`src/rtl/pwr_clk_pkg.sv`:
```
package pwr_clk_pkg;
  localparam int unsigned REG_W   = 12;
  localparam int unsigned DIV_W   = 3;
  localparam int unsigned CORE_B  = 3;
  localparam int unsigned PERI_B  = 4;
  localparam int unsigned PLL_B   = 5;
  localparam int unsigned OSC_B   = 8;
  localparam logic [DIV_W-1:0] DIV_RST = 3'd1;

  typedef struct packed {
    logic             osc;
    logic             pll;
    logic             peri;
    logic             core;
    logic [DIV_W-1:0] div;
  } pwr_state_t;
endpackage

```
`src/rtl/pwr_reg.sv`:
```
module pwr_reg
  import pwr_clk_pkg::*;
(
  input  logic             clk_i,
  input  logic             rst_ni,
  input  logic             wr_en_i,
  input  logic [REG_W-1:0] wr_data_i,
  input  logic             wake_i,
  output pwr_state_t       state_o
);
  pwr_state_t st_q, st_d;
  logic w_core, w_peri, w_pll;

  assign w_core = wr_data_i[CORE_B];
  assign w_peri = wr_data_i[PERI_B];
  assign w_pll  = wr_data_i[PLL_B];

  always_comb begin
    st_d = st_q;
    if (wr_en_i) begin
      st_d.div  = wr_data_i[DIV_W-1:0];
      st_d.osc  = wr_data_i[OSC_B];
      st_d.core = w_core;
      // clears refused unless higher domains go down in the same write
      st_d.peri = w_peri | (w_core ? st_q.peri : 1'b0);
      st_d.pll  = w_pll | ((w_core | w_peri) ? st_q.pll : 1'b0);
    end
    if (wake_i) begin
      st_d.core = 1'b1;
      st_d.peri = 1'b1;
      st_d.pll  = 1'b1;
    end
  end

  always_ff @(posedge clk_i or negedge rst_ni) begin
    if (!rst_ni) begin
      st_q.div  <= DIV_RST;
      st_q.core <= 1'b1;
      st_q.peri <= 1'b1;
      st_q.pll  <= 1'b1;
      st_q.osc  <= 1'b0;
    end else begin
      st_q <= st_d;
    end
  end

  assign state_o = st_q;

  AST_WAKE_RESTORE: assert property (@(posedge clk_i) disable iff (!rst_ni)
    wake_i |=> (st_q.core && st_q.peri && st_q.pll));
  AST_PERI_HOLD: assert property (@(posedge clk_i) disable iff (!rst_ni)
    (wr_en_i && w_core && !wake_i) |=> (st_q.peri == $past(st_q.peri | w_peri)));
  AST_PLL_HOLD: assert property (@(posedge clk_i) disable iff (!rst_ni)
    (wr_en_i && (w_core || w_peri) && !wake_i) |=> (st_q.pll == $past(st_q.pll | w_pll)));
  AST_OSC_SW_ONLY: assert property (@(posedge clk_i) disable iff (!rst_ni)
    !wr_en_i |=> $stable(st_q.osc));
endmodule

```
`src/rtl/clk_div_stb.sv`:
```
module clk_div_stb #(
  parameter int unsigned DIV_W = 3,
  localparam int unsigned CNT_W = (1 << DIV_W) - 1
) (
  input  logic             clk_i,
  input  logic             rst_ni,
  input  logic             en_i,
  input  logic [DIV_W-1:0] code_i,
  output logic             stb_o
);
  logic [DIV_W-1:0] act_q;
  logic [CNT_W-1:0] cnt_q, lim;
  logic [CNT_W:0]   one_sh;
  logic             hit;

  assign one_sh = (CNT_W+1)'(1) << act_q;
  assign lim    = CNT_W'(one_sh - 1'b1);
  assign hit    = (cnt_q == lim);

  always_ff @(posedge clk_i or negedge rst_ni) begin
    if (!rst_ni) begin
      cnt_q <= '0;
      act_q <= DIV_W'(1);
    end else if (!en_i) begin
      cnt_q <= '0;
      act_q <= code_i;
    end else if (hit) begin
      // period boundary: load pending code
      cnt_q <= '0;
      act_q <= code_i;
    end else begin
      cnt_q <= cnt_q + 1'b1;
    end
  end

  assign stb_o = en_i & hit;

  AST_CNT_BOUND: assert property (@(posedge clk_i) disable iff (!rst_ni)
    cnt_q <= lim);
  AST_CODE_AT_EDGE: assert property (@(posedge clk_i) disable iff (!rst_ni)
    (en_i && !hit) |=> $stable(act_q));
endmodule

```
`src/rtl/pwr_clk_ctrl.sv`:
```
module pwr_clk_ctrl
  import pwr_clk_pkg::*;
(
  input  logic        clk_i,
  input  logic        rst_ni,
  input  logic        wr_en_i,
  input  logic [11:0] wr_data_i,
  input  logic        wake_i,
  output logic [11:0] rd_data_o,
  output logic        core_en_o,
  output logic        periph_en_o,
  output logic        pll_en_o,
  output logic        osc_en_o,
  output logic        clk_en_o
);
  pwr_state_t st;

  pwr_reg u_reg (
    .clk_i     (clk_i),
    .rst_ni    (rst_ni),
    .wr_en_i   (wr_en_i),
    .wr_data_i (wr_data_i),
    .wake_i    (wake_i),
    .state_o   (st)
  );

  clk_div_stb #(.DIV_W(DIV_W)) u_div (
    .clk_i  (clk_i),
    .rst_ni (rst_ni),
    .en_i   (st.pll),
    .code_i (st.div),
    .stb_o  (clk_en_o)
  );

  always_comb begin
    rd_data_o               = '0;
    rd_data_o[DIV_W-1:0]    = st.div;
    rd_data_o[CORE_B]       = st.core;
    rd_data_o[PERI_B]       = st.peri;
    rd_data_o[PLL_B]        = st.pll;
    rd_data_o[OSC_B]        = st.osc;
  end

  assign core_en_o   = st.core;
  assign periph_en_o = st.peri;
  assign pll_en_o    = st.pll;
  assign osc_en_o    = st.osc;

  AST_NO_STROBE_PLL_OFF: assert property (@(posedge clk_i) disable iff (!rst_ni)
    !pll_en_o |-> !clk_en_o);
  AST_HIERARCHY: assert property (@(posedge clk_i) disable iff (!rst_ni)
    (wr_en_i && !wake_i && wr_data_i[CORE_B]) |=> ($past(periph_en_o) -> periph_en_o));
endmodule

```
`config.mk`:
```
export PLATFORM = sky130hd
export DESIGN_NAME = pwr_clk_ctrl
export DESIGN_NICKNAME = d
export VERILOG_FILES = /design/src/rtl/pwr_clk_pkg.sv /design/src/rtl/pwr_reg.sv /design/src/rtl/clk_div_stb.sv /design/src/rtl/pwr_clk_ctrl.sv
export SDC_FILE = /design/constraint.sdc
export NUM_CORES = 1
export LEC_CHECK = 0
export ABC_AREA = 0
export BUFFER_PORTS_ARGS = -buffer_cell sky130_fd_sc_hd__buf_2
export CORE_UTILIZATION = 52
export DETAILED_ROUTE_END_ITERATION = 10
export HOLD_SLACK_MARGIN = 0.05
export PLACE_DENSITY_LB_ADDON = 0.12
export SYNTH_ARGS = -nofsm -noshare
export SYNTH_HDL_FRONTEND = slang
export SYNTH_HIERARCHICAL = 1
export SYNTH_SLANG_ARGS = --single-unit
```
`constraint.sdc`:
```
create_clock -name clk_i -period 6.4 [get_ports clk_i]
set_input_delay 1.28 -clock clk_i [delete_from_list [all_inputs] [get_ports clk_i]]
set_output_delay 1.28 -clock clk_i [all_outputs]
set_load 0.01 [all_outputs]
```
==> impl_metrics.json <==
{
  "run_status": "completed",
  "criticalPathCategory": "flip-flop to output pin",
  "die_x_um": 44.5,
  "cts-root-buf": "clkbuf_4",
  "die_h_um": 44.5,
  "cts_buffers": 3,
  "crit_arrival_ps": 1970,
  "cts_tree": "built",
  "post_cts_resized": 0,
  "synth_warnings": 6,
  "period_minus_slack_ps": 3250,
  "grt_pass1_vias": 610,
  "clock_path_buffers": 2,
  "ant_nets": 0,
  "layout_commonest_cell": "buf_2",
  "nNetsFinal": 123,
  "via_per_inst": 5.01,
  "overflow": 0,
  "hold_end": "u_div/cnt_q[0]",
  "clk_pin_slew_ps": 90,
  "worst-path-stages": 5,
  "hold_path.class": "flip-flop to flip-flop",
  "setup_viol": 0,
  "path_buf_inv": 1,
  "fin_hold_ws_ps": 520,
  "cts.htree.levels": 1,
  "cp_slowest_cell": "or4_1",
  "cts_hold_buffers": 0,
  "path_cells": "or4_1 -> nor2_1 -> o32ai_1 -> nor4_1 -> buf_2",
  "synth.distinct_cells": 36,
  "maxSlewViolCount": 0,
  "first_pass_iters": 4,
  "reg2reg_slack_ps": 4090,
  "final_cell_mix": "22 x buf_2, 12 x dfrtp_1, 10 x nor2_1",
  "totalWireLength_um": 1540,
  "synthTopCellsByArea": "dfrtp_1 32%, dfstp_2 14%, mux2_2 8.4%",
  "ios": 33,
  "path_max_fanout": 10,
  "avgSynthCellArea_um2": 10.8,
  "synth.top_cell.area_share": 0.320,
  "hold_depth": 1,
  "ys_seq_area_frac": 0.459,
  "skew_ps": 4.38,
  "initial_core_util": 0.589,
  "hold_violations": 0,
  "r2r_start": "u_div/act_q[2]",
  "num_vias": 646,
  "diodes": 0,
  "fin_crit_sh": 0.508,
  "r2r-end": "u_div/act_q[1]",
  "critPathLaunchType": "flip-flop",
  "worstSkewPairLatency_ps": 280,
  "endpoint_kind": "output pin",
  "fmax_ghz": 0.307,
  "rsz0062_at_grt": "no",
  "vdd_drop_max_uv": 197,
  "portBuffers": 22,
  "drtIter0Drc": 15,
  "r2r_cells": 5,
  "cpPeakStageDelay_ps": 540,
  "area_growth_pct": 9.19,
  "syn_area_um2": 940,
  "layout-drive-gt1-share": 0.381,
  "ys_seq_elements": 17,
  "relSlewSlack": 0.605,
  "drc": 0,
  "antenna_found_initial": 0,
  "netlist.top_cell.by_area": "dfrtp_1",
  "p_per_area_nw_per_um2": 368,
  "wl_per_cell_um": 12.0,
  "worst_slew_pin_slew_ps": 591,
  "grt_start_max_net_pins": 18,
  "p_leak_nw": 0.458,
  "routabilityCongestion": 0.761,
  "place_ws_ps": 3500,
  "syn_inst": 87,
  "post_cts_buffers": 0,
  "grt_pass1_wl_um": 2520,
  "fin_tns_setup_ps": 0,
  "fin_cells": 129,
  "cp_top_family": "simple AND/OR/NAND/NOR gates",
  "row_count": 14,
  "cp.required_ps": 5120,
  "drv_cap": 0,
  "min-delay-start": "u_div/cnt_q[0]",
  "fin_ws_ps": 3150,
  "grt_usage": 0.183,
  "post-place-cells": 125,
  "dieArea_um2": 1980,
  "core_area_um2": 1590,
  "numClockSinks": 17
}
registers in the layout, summed over array words and instances (netlist names):
register	flops
u_div/act_q	3
u_reg/state_o	7
u_div/cnt_q	7
per-layer routing:
metal / share of wire / track usage
met3: 0.034 / 0.0245
met2: 0.52 / 0.315
met4: 0.0058 / 0.109
met1: 0.44 / 0.216
met5: 0 / 0
power by group:
part | leakage, nW | switching [mW] | internal (mW)
clock | 0.0150 | 0.0302 | 0.0242
combinational | 0.242 | 0.0674 | 0.0672
sequential | 0.201 | 0.0474 | 0.141
how the worst max path moves through the flow:
stage                         startpoint       end  slack [ps]
after floorplan           u_div/act_q[2]  clk_en_o        3550
after global placement    u_div/act_q[2]  clk_en_o        3550
after detailed placement  u_div/act_q[2]  clk_en_o        3500
after CTS                 u_div/act_q[2]  clk_en_o        3130
after global routing      u_div/act_q[1]  clk_en_o        3030
final                     u_div/act_q[2]  clk_en_o        3150
cell usage after synthesis, drive strengths merged:
library cell,number
buf,12
dfrtp,12
nor2,10
mux2,7
dfstp,5
inv,5
xnor2,5
nand2,3
a221o,2
nand3,2
nand4,2
a2111oi,1
a21o,1
a21oi,1
a31oi,1
and3,1
conb,1
ha,1
nand2b,1
nor2b,1
nor4,1
nor4b,1
o2111a,1
o211ai,1
o21ai,1
o221ai,1
o31ai,1
o32ai,1
or2,1
or2b,1
or3b,1
or4,1
xor2,1
metrics by stage:
step | area [um2] | power (mW) | utilization
final | 1030 | 0.378 | 0.644
after global routing | 1030 | 0.408 | 0.644
after CTS | 1030 | 0.382 | 0.644
after detailed placement | 1000 | 0.325 | 0.627
after global placement | 1000 | 0.318 | 0.627
after floorplan | 955 | 0.302 | -
logic make-up after synthesis:
| family | share of synthesized area |
|---|---|
| XOR/XNOR | 0.0559 |
| adder cells (fa/ha/maj) | 0.0133 |
| buffers and inverters | 0.121 |
| multiplexers | 0.0839 |
| other | 0.00399 |
| AO/OA/AOI/OAI | 0.119 |
| AND/OR/NAND/NOR | 0.144 |
| flip-flops | 0.459 |
layout make-up:
class                      instances  area [um2]
tap                               24        30.0
multi-input combinational         57         409
fill                             139         568
inverter                           5        18.8
clock buffer                       4        26.3
timing repair buffer              22         110
sequential                        17         432
worst reg2reg max path, delay by kind of cell (launching register included):
kind               cells  cell delay, ps
AOI/OAI and AO/OA      2             650
and+or+nand+nor        2             670
DFF                    1             480
muxes                  1             390
(Power assumes the default switching activity.)
